### src/rtl/vpw_sym_tx.sv
module vpw_sym_tx #(
  parameter int FILT_LEN = 8,
  parameter int SOF_US   = 200,
  parameter int SHORT_US = 64,
  parameter int LONG_US  = 128,
  parameter int DLY_W    = 5,
  parameter int TMR_W    = 8
) (
  input  logic             clk,
  input  logic             rst_n,
  input  logic [DLY_W-1:0] dly_cfg,
  input  logic             start,
  input  logic             bit_load,
  input  logic             bit_val,
  output logic             bit_ready,
  input  logic             vpw_in,
  output logic             vpw_out,
  output logic             busy,
  output logic             done
);
  localparam int FC_W = $clog2(FILT_LEN + 1);

  typedef enum logic [1:0] {K_SOF, K_SHORT, K_LONG} kind_t;

  logic [FC_W-1:0]  fcnt;
  logic             filt_q;
  logic             busy_q, armed_q, out_q, done_q;
  logic             nxt_vld, nxt_bit;
  kind_t            kind;
  logic [TMR_W-1:0] tmr, nom, tmr_load;

  wire filt_flip = (vpw_in != filt_q) && (fcnt == FC_W'(FILT_LEN - 1));
  wire sym_end   = busy_q && armed_q && (tmr == TMR_W'(1));
  wire new_lvl   = ~out_q;
  wire nxt_short = nxt_bit ^ new_lvl;

  always_ff @(posedge clk) begin
    if (!rst_n) begin
      fcnt   <= '0;
      filt_q <= 1'b0;
    end else if (vpw_in == filt_q) begin
      fcnt <= '0;
    end else if (filt_flip) begin
      filt_q <= vpw_in;
      fcnt   <= '0;
    end else begin
      fcnt <= fcnt + FC_W'(1);
    end
  end

  always_comb begin
    case (kind)
      K_SOF:   nom = TMR_W'(SOF_US);
      K_SHORT: nom = TMR_W'(SHORT_US);
      default: nom = TMR_W'(LONG_US);
    endcase
    tmr_load = nom - TMR_W'(dly_cfg) - TMR_W'(FILT_LEN);
  end

  always_ff @(posedge clk) begin
    if (!rst_n) begin
      busy_q  <= 1'b0;
      armed_q <= 1'b0;
      out_q   <= 1'b0;
      done_q  <= 1'b0;
      kind    <= K_SOF;
      tmr     <= '0;
    end else begin
      done_q <= sym_end;
      if (!busy_q) begin
        if (start && !filt_q) begin
          out_q   <= 1'b1;
          busy_q  <= 1'b1;
          armed_q <= 1'b0;
          kind    <= K_SOF;
        end
      end else if (!armed_q) begin
        if (filt_flip && (vpw_in == out_q)) begin
          armed_q <= 1'b1;
          tmr     <= tmr_load;
        end
      end else if (sym_end) begin
        armed_q <= 1'b0;
        busy_q  <= nxt_vld;
        out_q   <= nxt_vld ? new_lvl : 1'b0;
        kind    <= nxt_short ? K_SHORT : K_LONG;
      end else begin
        tmr <= tmr - TMR_W'(1);
      end
    end
  end

  always_ff @(posedge clk) begin
    if (!rst_n) begin
      nxt_vld <= 1'b0;
      nxt_bit <= 1'b0;
    end else if (sym_end && nxt_vld) begin
      nxt_vld <= 1'b0;
    end else if (bit_load && !nxt_vld) begin
      nxt_vld <= 1'b1;
      nxt_bit <= bit_val;
    end
  end

  assign vpw_out   = out_q;
  assign busy      = busy_q;
  assign done      = done_q;
  assign bit_ready = ~nxt_vld;
endmodule

### config.mk
export PLATFORM = sky130hd
export DESIGN_NAME = vpw_sym_tx
export DESIGN_NICKNAME = d
export VERILOG_FILES = /design/src/rtl/vpw_sym_tx.sv
export SDC_FILE = /design/constraint.sdc
export NUM_CORES = 1
export LEC_CHECK = 0
export BUFFER_PORTS_ARGS = -buffer_cell sky130_fd_sc_hd__buf_2
export CORE_MARGIN = 1.5
export CORE_UTILIZATION = 53
export CTS_CLUSTER_DIAMETER = 150
export CTS_CLUSTER_SIZE = 25
export DETAILED_ROUTE_END_ITERATION = 12
export PLACE_DENSITY = 0.73
export SLEW_MARGIN = 20
export SYNTH_ARGS = -nofsm -noshare
export SYNTH_HDL_FRONTEND = slang
export SYNTH_SLANG_ARGS = --single-unit
### constraint.sdc
create_clock -name clk -period 3.65 [get_ports clk]
set_clock_uncertainty 0.15 [all_clocks]
set_input_delay 0.365 -clock clk [delete_from_list [all_inputs] [get_ports clk]]
set_output_delay 0.365 -clock clk [all_outputs]
set_load 0.005 [all_outputs]
==> results.toml <==
[run_status]
status = "finished clean"

[setup_path]
crit_path_start_kind = "register"
arrival_ns = 2.31
crit_type = "reg2reg"
crit_family = "compound AO/OA/AOI/OAI gates"
crit_path_frequent_cell = "ha_1"
crit_path_end_kind = "register"
critPathMaxFanout = 5
r2r_cells = 8
cp_num_buf_inv = 1
path_cells = "or2_2 -> ha_1 -> inv_1 -> ha_1 -> nor3b_1 -> o21ai_0 -> a211o_1 -> a31oi_1"
crit_required_ns = 3.76
cp.depth = 8
critPathSlowestCell = "dfxtp_1"
cpPeakStageDelay_ns = 0.37

[logic_synthesis]
syn_nets = 172
yosys.area.top_type = "dfxtp_1"
synth_edf_count = 0
yosys_most_used_dff = "dfxtp_1"
syn_inst = 153
synth_top_area_share_pct = 30.6
synth_seq_cells = 21
synth_area_mm2 = 0.00137
syn_area_per_cell_um2 = 8.97
synthTopCellsByArea = "dfxtp_1 31%, ha_1 7.3%, a31oi_1 4.1%"
synthArstFlopShare_pct = 0
ys_seq_area_share_pct = 30.6
yosysWarnings = 0
synth.distinct_cells = 52

[timing]
worst_slew_pin_slew_ns = 0.603
max_freq_mhz = 454
rsz0062_at_grt = "false"
relSlewSlack_pct = 59.4
hold_viol_final = 0
setup_viol = 0
fin_tns_setup_ns = 0
maxSlewViolCount = 0
final.min_clock_period_ns = 2.20
final.period_utilization_pct = 60.3

[cells_and_area]
mostFrequentLayoutCells = "21 x dfxtp_1, 15 x inv_1, 14 x buf_2"
nFillCells = 222
multi_input_area_um2 = 827
seqCellArea_um2 = 420
final_common_cell = "dfxtp_1"
final_nets = 184
layout-drive-gt1-share_pct = 18.9
area_delta_synth_final_pct = 5.01
diodes = 0

[global_routing]
track_usage_pct = 21.7
grt_max_degree = 14
grtUsageMet3_pct = 2.50
grt_util_met2_pct = 36.0
gr-usage-met1_pct = 28.8
antenna_found_initial = 0
grt_pass1_wl_um = 4550
gr-total-overflow = 0
busiest_layer = "met2"
grt_pass1_vias = 1034

[drt]
ant_nets = 0
drt_first_iter_violations = 44
wl_per_cell_um = 14.8
drc = 0
first_pass_iters = 4
vias = 1180
totalWireLength_um = 2860
vias_per_cell = 6.08

[clocking]
ctsResizeCount = 0
htree_levels = 1
clock_latency_ns = 0.32
cts_buffer_depth = 2
cts_setup_buffers = 0
cts_hold_buffers = 0
cts_tree = "yes"
clock_sinks = 21
cts_made_buffers = 3
root_buffer = "clkbuf_4"
path_clk_slew_ns = 0.14

[power_and_ir_drop]
power.total_w = 0.000403
peakVddDrop_mv = 0.232
pwr_density_cell_mw_per_mm2 = 280
power.leakage_nw = 0.576

[worst_hold_path]
worstHoldPathCells = 3
hold_path_class = "in2reg"

[floorplan]
dieArea_mm2 = 0.00290
initial_core_util_pct = 55.9
core_area_mm2 = 0.00245
pin_count = 15
fp.dieW_um = 53.9
die_y_um = 53.9
row_count = 18

[place]
port-buffer-count = 14
place_congestion = 0.806
hpwl_um = 2130

[run]
maxCapViolCount = 0
power breakdown:
| part | total (W) | switching, W | leakage (nW) | internal, W |
|---|---|---|---|---|
| Sequential | 0.000239 | 0.00000567 | 0.170 | 0.000233 |
| Combinational | 0.0000411 | 0.0000230 | 0.391 | 0.0000181 |
| Clock | 0.000123 | 0.0000814 | 0.0139 | 0.0000419 |
| Total | 0.000403 | 0.000110 | 0.576 | 0.000293 |
cells in the mapped netlist, drive strengths merged, types with 4 or more instances:
master,n
nor2,9
nand2,5
a31oi,9
nor3b,6
dfxtp,21
clkbuf,4
o21ai,5
and3,4
ha,8
nand3,6
xor2,4
a21oi,7
inv,15
routing by layer:
layer / wire [µm] / vias to the layer above
li1: - / 591
met1: 1340 / 549
met2: 1360 / 35
met3: 129 / 5
met4: 37 / 0
met5: 0 / -
path summary, 6_finish.rpt:
path                                           start              endpoint  slack [ns]
worst max register to register  kind[1]$_SDFFE_PN0P_   tmr[7]$_SDFFE_PN0P_        1.45
worst min-delay path                         bit_val  nxt_bit$_SDFFE_PN0P_        0.15
worst max-delay path            kind[1]$_SDFFE_PN0P_   tmr[7]$_SDFFE_PN0P_        1.45
worst min register to register  nxt_vld$_SDFFE_PP0P_  nxt_vld$_SDFFE_PP0P_        0.31
flip-flops by register name, indices dropped and copies added, names as in the netlist:
name,count
kind,2
done,1
filt_q,1
vpw_out,1
fcnt,4
armed_q,1
busy,1
nxt_bit,1
nxt_vld,1
tmr,8
cell type report:
cell class                      instances  area share [%]
Clock inverter                          1           0.521
Multi-Input combinational cell        110            57.4
Sequential cell                        21            29.2
Tap cell                               30            2.60
Clock buffer                            3            1.56
Inverter                               15            3.91
Timing Repair Buffer                   14            4.86
per-stage QoR:
stage / worst slack, ns / util [%] / std cells / area (µm²) / hold slack (ns)
CTS: 1.42 / 58.7 / 194 / 1440 / 0.144
finish: 1.45 / 58.7 / 194 / 1440 / 0.146
detailed placement: 1.46 / 57.5 / 190 / 1410 / 0.297
floorplan: 1.60 / - / 153 / 1370 / 0.268
global placement: 1.51 / 57.5 / 190 / 1410 / 0.279
global route: 1.27 / 58.7 / 194 / 1440 / 0.167
worst register-to-register path: stages (launching register included):
cell	delay [ns]
dfxtp_1	0.37
or2_2	0.28
ha_1	0.18
inv_1	0.07
ha_1	0.25
nor3b_1	0.28
o21ai_0	0.12
a211o_1	0.30
a31oi_1	0.15
cells by family after synthesis:
kind of cell | Yosys count | share of synthesized area [%]
simple gates | 51 | 24.6
buf+inv | 22 | 9.12
mux | 2 | 1.55
xor+xnor | 7 | 4.47
fa+ha+maj | 8 | 7.29
flops | 21 | 30.6
compound gates | 42 | 22.3
No activity file was read; power rests on OpenSTA's default activity.
